## config.mk

```make
export PLATFORM = sky130hd
export DESIGN_NAME = tx_ring_reader
export DESIGN_NICKNAME = d
export VERILOG_FILES = /design/src/rtl/tdr_pkg.sv /design/src/rtl/tdr_desc_store.sv /design/src/rtl/tdr_stream_reg.sv /design/src/rtl/tdr_engine.sv /design/src/rtl/tx_ring_reader.sv
export SDC_FILE = /design/constraint.sdc
export NUM_CORES = 2
export LEC_CHECK = 0
export BUFFER_PORTS_ARGS = -buffer_cell sky130_fd_sc_hd__buf_2
export CORE_MARGIN = 2
export CORE_UTILIZATION = 57
export DETAILED_ROUTE_END_ITERATION = 12
export HOLD_SLACK_MARGIN = 0.1
export PLACE_DENSITY = 0.81
export SETUP_SLACK_MARGIN = 0.15
export SLEW_MARGIN = 10
export SYNTH_ARGS = -nofsm -noshare
export SYNTH_HDL_FRONTEND = slang
export SYNTH_SLANG_ARGS = --single-unit
```

## constraint.sdc

```tcl
create_clock -name clk -period 3.19 [get_ports clk]
set_clock_uncertainty 0.05 [all_clocks]
set_input_delay 0.1595 -clock clk [delete_from_list [all_inputs] [get_ports clk]]
set_output_delay 0.1595 -clock clk [all_outputs]
set_load 0.02 [all_outputs]
```

## src/rtl/tdr_pkg.sv

```systemverilog
package tdr_pkg;
  localparam int DW      = 32;
  localparam int LW      = 11;
  localparam int B_LAST  = 15;
  localparam int B_NOCRC = 16;
  localparam int B_EXH   = 27;
  localparam int B_UND   = 28;
  localparam int B_RTY   = 29;
  localparam int B_WRAP  = 30;
  localparam int B_USED  = 31;

  typedef enum logic [2:0] {
    ST_IDLE,
    ST_SCAN,
    ST_FETCH,
    ST_RESP,
    ST_SEND,
    ST_WBACK
  } tdr_state_e;
endpackage

```

## src/rtl/tdr_desc_store.sv

```systemverilog
module tdr_desc_store
  import tdr_pkg::*;
#(
  parameter int NDESC = 16,
  parameter int IW    = $clog2(NDESC)
) (
  input  logic          clk,
  input  logic          rst_n,
  input  logic          sw_we,
  input  logic          sw_sel,
  input  logic [IW-1:0] sw_idx,
  input  logic [DW-1:0] sw_wdata,
  output logic [DW-1:0] sw_rdata,
  input  logic [IW-1:0] cur_idx,
  output logic [DW-1:0] cur_ctrl,
  output logic [DW-1:0] cur_addr,
  input  logic [IW-1:0] nxt_idx,
  output logic [DW-1:0] nxt_ctrl,
  input  logic          hw_we,
  input  logic [DW-1:0] hw_set
);
  logic [NDESC-1:0][DW-1:0] ctrl_vec;
  logic [NDESC-1:0][DW-1:0] addr_vec;

  for (genvar g = 0; g < NDESC; g++) begin : g_ent
    localparam logic [DW-1:0] RST_CTRL = (g == NDESC - 1) ?
      ((DW'(1) << B_USED) | (DW'(1) << B_WRAP)) : (DW'(1) << B_USED);
    logic [DW-1:0] ctrl_q, ctrl_d, addr_q;
    logic          ctrl_en, addr_en;

    always_comb begin
      ctrl_en = 1'b0;
      ctrl_d  = ctrl_q;
      if (hw_we && cur_idx == IW'(g)) begin
        ctrl_en = 1'b1;
        ctrl_d  = ctrl_q | hw_set;
      end else if (sw_we && sw_sel && sw_idx == IW'(g)) begin
        ctrl_en = 1'b1;
        ctrl_d  = sw_wdata;
      end
      addr_en = sw_we && !sw_sel && sw_idx == IW'(g);
    end

    always_ff @(posedge clk or negedge rst_n) begin
      if (!rst_n) begin
        ctrl_q <= RST_CTRL;
      end else if (ctrl_en) begin
        ctrl_q <= ctrl_d;
      end
    end

    always_ff @(posedge clk or negedge rst_n) begin
      if (!rst_n) begin
        addr_q <= '0;
      end else if (addr_en) begin
        addr_q <= sw_wdata;
      end
    end

    assign ctrl_vec[g] = ctrl_q;
    assign addr_vec[g] = addr_q;
  end

  assign sw_rdata = sw_sel ? ctrl_vec[sw_idx] : addr_vec[sw_idx];
  assign cur_ctrl = ctrl_vec[cur_idx];
  assign cur_addr = addr_vec[cur_idx];
  assign nxt_ctrl = ctrl_vec[nxt_idx];

  logic [IW-1:0] chk_idx_q;
  always_ff @(posedge clk or negedge rst_n) begin
    if (!rst_n) chk_idx_q <= '0;
    else        chk_idx_q <= cur_idx;
  end

  // a writeback leaves the descriptor owned by software
  assert_handback_R6: assert property (@(posedge clk) disable iff (!rst_n)
    hw_we |=> ctrl_vec[chk_idx_q][B_USED]);
endmodule

```

## src/rtl/tdr_stream_reg.sv

```systemverilog
module tdr_stream_reg (
  input  logic       clk,
  input  logic       rst_n,
  input  logic       ld,
  input  logic [7:0] ld_data,
  input  logic       ld_last,
  input  logic       ld_nocrc,
  input  logic       st_ready,
  output logic       st_valid,
  output logic [7:0] st_data,
  output logic       st_last,
  output logic       st_nocrc,
  output logic       accept
);
  logic       valid_q, valid_d;
  logic [7:0] data_q, data_d;
  logic       last_q, last_d, nocrc_q, nocrc_d;

  always_comb begin
    valid_d = valid_q & ~st_ready;
    data_d  = data_q;
    last_d  = last_q;
    nocrc_d = nocrc_q;
    if (ld) begin
      valid_d = 1'b1;
      data_d  = ld_data;
      last_d  = ld_last;
      nocrc_d = ld_nocrc;
    end
  end

  always_ff @(posedge clk or negedge rst_n) begin
    if (!rst_n) begin
      valid_q <= 1'b0;
      data_q  <= '0;
      last_q  <= 1'b0;
      nocrc_q <= 1'b0;
    end else begin
      valid_q <= valid_d;
      if (ld) begin
        data_q  <= data_d;
        last_q  <= last_d;
        nocrc_q <= nocrc_d;
      end
    end
  end

  assign st_valid = valid_q;
  assign st_data  = data_q;
  assign st_last  = last_q;
  assign st_nocrc = nocrc_q;
  assign accept   = valid_q & st_ready;

  assert_hold_R13: assert property (@(posedge clk) disable iff (!rst_n)
    (st_valid && !st_ready) |=> (st_valid && $stable(st_data) &&
                                 $stable(st_last) && $stable(st_nocrc)));
endmodule

```

## src/rtl/tdr_engine.sv

```systemverilog
module tdr_engine
  import tdr_pkg::*;
#(
  parameter int NDESC = 16,
  parameter int AW    = 32,
  parameter int IW    = $clog2(NDESC)
) (
  input  logic          clk,
  input  logic          rst_n,
  input  logic          kick,
  input  logic          halt_req,
  input  logic          retry_hit,
  input  logic          buf_err,
  input  logic [DW-1:0] cur_ctrl,
  input  logic [DW-1:0] cur_addr,
  input  logic [DW-1:0] nxt_ctrl,
  input  logic          accept,
  output logic [IW-1:0] cur_idx,
  output logic [IW-1:0] nxt_idx,
  output logic          wb_we,
  output logic [DW-1:0] wb_set,
  output logic          buf_rd,
  output logic [AW-1:0] buf_addr,
  output logic          ld,
  output logic          ld_last,
  output logic          ld_nocrc,
  output logic          busy
);
  tdr_state_e    state_q, state_d;
  logic [IW-1:0] head_q, head_d;
  logic [LW-1:0] cnt_q, cnt_d, len_q, len_d;
  logic [AW-1:0] base_q, base_d;
  logic          last_q, last_d, nocrc_q, nocrc_d, wrap_q, wrap_d;
  logic          in_frame_q, in_frame_d;
  logic          und_q, und_d, exh_q, exh_d, rty_q, rty_d;
  logic          start_pend_q, start_pend_d, halt_pend_q, halt_pend_d;
  logic          final_byte, active, frame_end, exh_now;

  assign nxt_idx    = wrap_q ? '0 : head_q + 1'b1;
  assign final_byte = (cnt_q == len_q - 1'b1);
  assign active     = (state_q == ST_FETCH) || (state_q == ST_RESP) || (state_q == ST_SEND);
  assign frame_end  = last_q | und_q | exh_q;
  assign exh_now    = final_byte & ~last_q & nxt_ctrl[B_USED];

  always_comb begin
    state_d      = state_q;
    head_d       = head_q;
    cnt_d        = cnt_q;
    len_d        = len_q;
    base_d       = base_q;
    last_d       = last_q;
    nocrc_d      = nocrc_q;
    wrap_d       = wrap_q;
    in_frame_d   = in_frame_q;
    und_d        = und_q;
    exh_d        = exh_q;
    rty_d        = rty_q | (retry_hit & active);
    start_pend_d = start_pend_q | kick;
    halt_pend_d  = halt_pend_q | halt_req;
    buf_rd       = 1'b0;
    ld           = 1'b0;
    ld_last      = 1'b0;
    wb_we        = 1'b0;
    wb_set       = '0;
    case (state_q)
      ST_IDLE: begin
        halt_pend_d  = 1'b0;
        start_pend_d = 1'b0;
        if (kick || start_pend_q) state_d = ST_SCAN;
      end
      ST_SCAN: begin
        if (halt_pend_q && !in_frame_q) begin
          state_d     = ST_IDLE;
          halt_pend_d = 1'b0;
        end else if (cur_ctrl[B_USED]) begin
          state_d = ST_IDLE;
        end else begin
          base_d  = cur_addr[AW-1:0];
          len_d   = cur_ctrl[LW-1:0];
          last_d  = cur_ctrl[B_LAST];
          nocrc_d = cur_ctrl[B_NOCRC];
          wrap_d  = cur_ctrl[B_WRAP];
          cnt_d   = '0;
          und_d   = 1'b0;
          exh_d   = 1'b0;
          rty_d   = 1'b0;
          state_d = (cur_ctrl[LW-1:0] == '0) ? ST_WBACK : ST_FETCH;
        end
      end
      ST_FETCH: begin
        buf_rd  = 1'b1;
        state_d = ST_RESP;
      end
      ST_RESP: begin
        ld      = 1'b1;
        und_d   = buf_err;
        exh_d   = exh_now;
        ld_last = (final_byte & last_q) | buf_err | exh_now;
        state_d = ST_SEND;
      end
      ST_SEND: begin
        if (accept) begin
          cnt_d   = cnt_q + 1'b1;
          state_d = (und_q || exh_q || final_byte) ? ST_WBACK : ST_FETCH;
        end
      end
      ST_WBACK: begin
        wb_we         = 1'b1;
        wb_set[B_USED] = 1'b1;
        wb_set[B_UND]  = und_q;
        wb_set[B_EXH]  = exh_q;
        wb_set[B_RTY]  = rty_q;
        head_d        = nxt_idx;
        in_frame_d    = ~frame_end;
        if (und_q) begin
          state_d = ST_IDLE;
        end else if (halt_pend_q && frame_end) begin
          state_d     = ST_IDLE;
          halt_pend_d = 1'b0;
        end else begin
          state_d = ST_SCAN;
        end
      end
      default: state_d = ST_IDLE;
    endcase
  end

  always_ff @(posedge clk or negedge rst_n) begin
    if (!rst_n) begin
      state_q      <= ST_IDLE;
      head_q       <= '0;
      cnt_q        <= '0;
      len_q        <= '0;
      base_q       <= '0;
      last_q       <= 1'b0;
      nocrc_q      <= 1'b0;
      wrap_q       <= 1'b0;
      in_frame_q   <= 1'b0;
      und_q        <= 1'b0;
      exh_q        <= 1'b0;
      rty_q        <= 1'b0;
      start_pend_q <= 1'b0;
      halt_pend_q  <= 1'b0;
    end else begin
      state_q      <= state_d;
      head_q       <= head_d;
      cnt_q        <= cnt_d;
      len_q        <= len_d;
      base_q       <= base_d;
      last_q       <= last_d;
      nocrc_q      <= nocrc_d;
      wrap_q       <= wrap_d;
      in_frame_q   <= in_frame_d;
      und_q        <= und_d;
      exh_q        <= exh_d;
      rty_q        <= rty_d;
      start_pend_q <= start_pend_d;
      halt_pend_q  <= halt_pend_d;
    end
  end

  assign cur_idx  = head_q;
  assign buf_addr = base_q + AW'(cnt_q);
  assign ld_nocrc = nocrc_q;
  assign busy     = (state_q != ST_IDLE);

  assert_used_stop_R5: assert property (@(posedge clk) disable iff (!rst_n)
    (state_q == ST_SCAN && cur_ctrl[B_USED]) |=> (state_q == ST_IDLE));
  assert_halt_gap_R11: assert property (@(posedge clk) disable iff (!rst_n)
    (state_q == ST_SCAN && halt_pend_q && !in_frame_q) |=> !busy);
  assert_pend_kick_R12: assert property (@(posedge clk) disable iff (!rst_n)
    (state_q == ST_IDLE && start_pend_q) |=> (state_q == ST_SCAN));
endmodule

```

## src/rtl/tx_ring_reader.sv

```systemverilog
module tx_ring_reader
  import tdr_pkg::*;
#(
  parameter int NDESC = 16,
  parameter int AW    = 32,
  localparam int IW   = $clog2(NDESC)
) (
  input  logic          clk,
  input  logic          rst_n,
  input  logic          kick,
  input  logic          halt_req,
  output logic          xmit_busy,
  input  logic          dsc_we,
  input  logic          dsc_sel,
  input  logic [IW-1:0] dsc_idx,
  input  logic [31:0]   dsc_wdata,
  output logic [31:0]   dsc_rdata,
  output logic          buf_rd,
  output logic [AW-1:0] buf_addr,
  input  logic [7:0]    buf_rdata,
  input  logic          buf_err,
  input  logic          retry_hit,
  output logic          st_valid,
  input  logic          st_ready,
  output logic [7:0]    st_data,
  output logic          st_last,
  output logic          st_nocrc
);
  logic [IW-1:0] cur_idx, nxt_idx;
  logic [DW-1:0] cur_ctrl, cur_addr, nxt_ctrl, wb_set;
  logic          wb_we, ld, ld_last, ld_nocrc, accept;

  tdr_desc_store #(.NDESC(NDESC), .IW(IW)) u_store (
    .clk      (clk),
    .rst_n    (rst_n),
    .sw_we    (dsc_we),
    .sw_sel   (dsc_sel),
    .sw_idx   (dsc_idx),
    .sw_wdata (dsc_wdata),
    .sw_rdata (dsc_rdata),
    .cur_idx  (cur_idx),
    .cur_ctrl (cur_ctrl),
    .cur_addr (cur_addr),
    .nxt_idx  (nxt_idx),
    .nxt_ctrl (nxt_ctrl),
    .hw_we    (wb_we),
    .hw_set   (wb_set)
  );

  tdr_engine #(.NDESC(NDESC), .AW(AW), .IW(IW)) u_engine (
    .clk       (clk),
    .rst_n     (rst_n),
    .kick      (kick),
    .halt_req  (halt_req),
    .retry_hit (retry_hit),
    .buf_err   (buf_err),
    .cur_ctrl  (cur_ctrl),
    .cur_addr  (cur_addr),
    .nxt_ctrl  (nxt_ctrl),
    .accept    (accept),
    .cur_idx   (cur_idx),
    .nxt_idx   (nxt_idx),
    .wb_we     (wb_we),
    .wb_set    (wb_set),
    .buf_rd    (buf_rd),
    .buf_addr  (buf_addr),
    .ld        (ld),
    .ld_last   (ld_last),
    .ld_nocrc  (ld_nocrc),
    .busy      (xmit_busy)
  );

  tdr_stream_reg u_stream (
    .clk      (clk),
    .rst_n    (rst_n),
    .ld       (ld),
    .ld_data  (buf_rdata),
    .ld_last  (ld_last),
    .ld_nocrc (ld_nocrc),
    .st_ready (st_ready),
    .st_valid (st_valid),
    .st_data  (st_data),
    .st_last  (st_last),
    .st_nocrc (st_nocrc),
    .accept   (accept)
  );

  // a read is issued only once the output byte has drained
  assert_fetch_empty_R13: assert property (@(posedge clk) disable iff (!rst_n)
    buf_rd |-> !st_valid);
  // an idle engine neither reads nor emits
  assert_idle_quiet_R2: assert property (@(posedge clk) disable iff (!rst_n)
    !xmit_busy |-> (!buf_rd && !st_valid));
endmodule

```

==> summary.txt <==
DRT Pass-1 Iters - 5
post-route clock period utilization - 118.1%
Worst Setup Start Kind - flop
Synth-to-Final Area Change - 15.29%
Slew headroom - 15.08%
total die area - 102,200 sq um
GRT Util Overall - 32.08%
EDFF count, synth - 0
setup violators final - 22
Filler Cells Inserted - 6,387
leakage power - 28.25 nW
vias in the first global route - 37,800
Peak VDD IR - 0.5709 mV
HP Class - primary input to flop
Initial DRC Count - 4,463
fmax - 265.4 MHz
run status - finished, violations left
PortBufs - 129
placed inst area - 60,410 sq um
Total Neg Setup Slack - -7.827 ns
Worst Max-Slew Pin Slew - 1.267 ns
GRT overflow - 0
clk_lat worst skew - 0.70 ns
area leader, netlist - dfrtp_1
Clock transition at path regs - 0.06 ns
DR vias - 36,400
Cell Area, Synth - 56,780 sq um
Die Y - 319.6 um
CP Data Required Time - 2.98 ns
DP Wirelength - 98,340 um
largest net degree at the start of global routing - 93
die width - 319.6 um
layout cell share with drive strength beyond 1 - 56.92%
DR vias/cell - 6.985
fraction of registers with async set/reset - 100.0%
Ports - 130
Seq/Total Area, Yosys - 48.74%
TritonCTS Buffers - 112
first-pass GRT wire length - 243,800 um
top cells by area, synth - dfrtp_1 48%, mux4_2 22%, mux2_2 21%, clkbuf_1 1.7%, dfstp_2 0.79%
synth unique cells - 64
Routed WL - 161,600 um
failing checks - setup timing
CTS Sinks - 1,105
Syn Area/Cell - 15.49 sq um
drt drc - 0
CP Class - flop to output pin
Slew Limit Fails - 0
# H-tree levels - 3
final worst-path setup slack - -0.5785 ns
Synthesized Nets - 3,737
count leader, synth - dfrtp_1
Fin Hold WS - 0.1499 ns
Yosys warnings - 0
Most used DFF post-synth - dfrtp_1
CORE AREA - 98,560 sq um
Antenna Nets Post-Route - 0
CTS tree - built
unrepaired setup endpoints after global routing - yes
row cnt - 115
Worst Path Arrival - 3.56 ns
Syn Inst Count - 3,666
DR WL/cell - 31.02 um
synth cell count leaders - 1,088 x dfrtp_1, 1,049 x mux2_2, 545 x mux4_2, 256 x clkbuf_1, 101 x nand2_1
routability cong. - 0.9212
initial antenna violation count - 5
Yosys reg bits - 1,105
post-route cell area - 65,460 sq um
number of max-cap violations - 0
Yosys top cell area share - 47.95%
crit path max fanout - 8
Initial Util - 57.60%
fin nets - 3,904
Clock Tree Buf Depth - 3
post-layout min period - 3.768 ns
crit end category - output pin
Root Driver - clkbuf_16
Hold Vio Cnt, Final - 0
PD cells - 740.8 nW/um^2
[critical path, cell delays in order, from the launching register on]
cell and delay, ns:
dfrtp_1 0.36, ha_2 0.21, inv_2 0.05, fa_2 0.36
nor2b_1 0.13, o21ai_1 0.09, a21bo_2 0.21, a211o_4 0.35
a311oi_2 0.31, buf_6 0.25, o21ai_0 0.12, xnor2_1 0.22
buf_4 0.18
[power by group]
group	switching, W	internal [W]	total, W
logic	0.00666	0.00844	0.0151
clock network	0.00562	0.00833	0.0140
registers	0.00240	0.0170	0.0194
[layout make-up]
| class | instances | area (sq um) | area share (%) |
|---|---|---|---|
| sequential | 1105 | 27690 | 42.30 |
| timing repair buffer | 409 | 4011 | 6.128 |
| antenna | 1 | 2.502 | 0.003823 |
| multi-input combinational | 2183 | 28140 | 42.99 |
| inverter | 22 | 82.58 | 0.1262 |
| clock inverter | 32 | 486.7 | 0.7435 |
| tap | 1287 | 1610 | 2.460 |
| clock buffer | 172 | 3433 | 5.245 |
[worst paths after layout]
kind                                                 start                                      end  slack (ns)  cells past startpoint
setup reg to reg           u_engine.cur_idx[0]$_DFFE_PN0P_  u_store.g_ent[7].ctrl_q[13]$_DFFE_PN0P_        0.26                      7
min in group asynchronous                            rst_n          u_engine.base_q[30]$_DFFE_PN0P_        0.53                      3
max in group asynchronous                            rst_n  u_store.g_ent[0].addr_q[21]$_DFFE_PN0P_        1.68                      5
hold reg to reg            u_engine.in_frame_q$_DFFE_PN0P_          u_engine.in_frame_q$_DFFE_PN0P_        0.43                      2
setup / recovery             u_engine.cnt_q[0]$_DFFE_PN0P_                             buf_addr[16]       -0.58                     12
hold / removal                                  dsc_idx[2]  u_store.g_ent[3].ctrl_q[31]$_DFFE_PN1P_        0.15                      4
[kinds of logic (layout without fill, tap and decap cells)]
family          Yosys count  count (layout)  share of synthesized area, %
compound gates          202             202                         2.186
xor+xnor                 47              47                        0.7250
fa+ha+maj                18              18                        0.4099
buf+inv                 378             635                         2.605
flops                  1105            1105                         48.74
mux                    1614            1614                         42.78
other cells               0               1                             0
simple gates            302             302                         2.559
[cell usage in the layout, fill, tap and decap left out, types with 12 or more instances in the layout]
cell / netlist / routed
a22oi_1: 23 / 23
nor2b_1: 15 / 14
buf_4: 0 / 164
mux2i_1: 20 / 20
buf_12: 0 / 77
xor2_1: 15 / 15
nand3_1: 27 / 23
clkbuf_8: 0 / 32
nor2_1: 60 / 52
dlygate4sd3_1: 0 / 52
buf_2: 42 / 101
nand2_1: 101 / 90
xnor2_1: 32 / 28
clkbuf_1: 256 / 24
clkbuf_16: 0 / 116
nor3_1: 28 / 12
clkinv_2: 0 / 14
mux4_2: 545 / 545
inv_1: 22 / 21
a21oi_1: 63 / 60
mux2_2: 1049 / 1049
bufinv_16: 0 / 12
o21ai_0: 65 / 59
dfstp_2: 17 / 17
dfrtp_1: 1088 / 1082
ha_1: 17 / 12
[through the flow]
stage | util, % | worst slack [ns] | std cells | power [W]
CTS | 66.18 | -0.5120 | 5200 | 0.04834
global placement | 61.29 | 0.1594 | 4935 | 0.03362
detailed placement | 61.29 | 0.1221 | 4935 | 0.03419
global route | 66.41 | -0.7045 | 5210 | 0.05033
finish | 66.41 | -0.5785 | 5211 | 0.04849
floorplan | - | 0.1841 | 3666 | 0.02953
[flip-flops by register name, summed over array words and instances (netlist names), 3 cells and up]
register	flops
u_engine.cur_idx	4
u_stream.st_data	8
u_engine.base_q	32
u_store.g_ent.ctrl_q	512
u_engine.cnt_q	11
u_engine.state_q	3
u_store.g_ent.addr_q	512
u_engine.len_q	11
[metal layers]
metal | global-route usage [%] | wire (um)
met1 | 44.18 | 62590
met2 | 49.73 | 76520
met3 | 6.883 | 14960
met4 | 14.35 | 7534
met5 | 0 | 40
[what timing repair did]
action	in CTS	in global routing
hold buffers	53	0
endpoints found under the setup margin	24	28
endpoints found under the hold margin	1711	0
setup buffers	7	10
pin swaps	25	27
resized for setup	64	28
cloned	1	0
No activity file was read; power rests on OpenSTA's default activity.
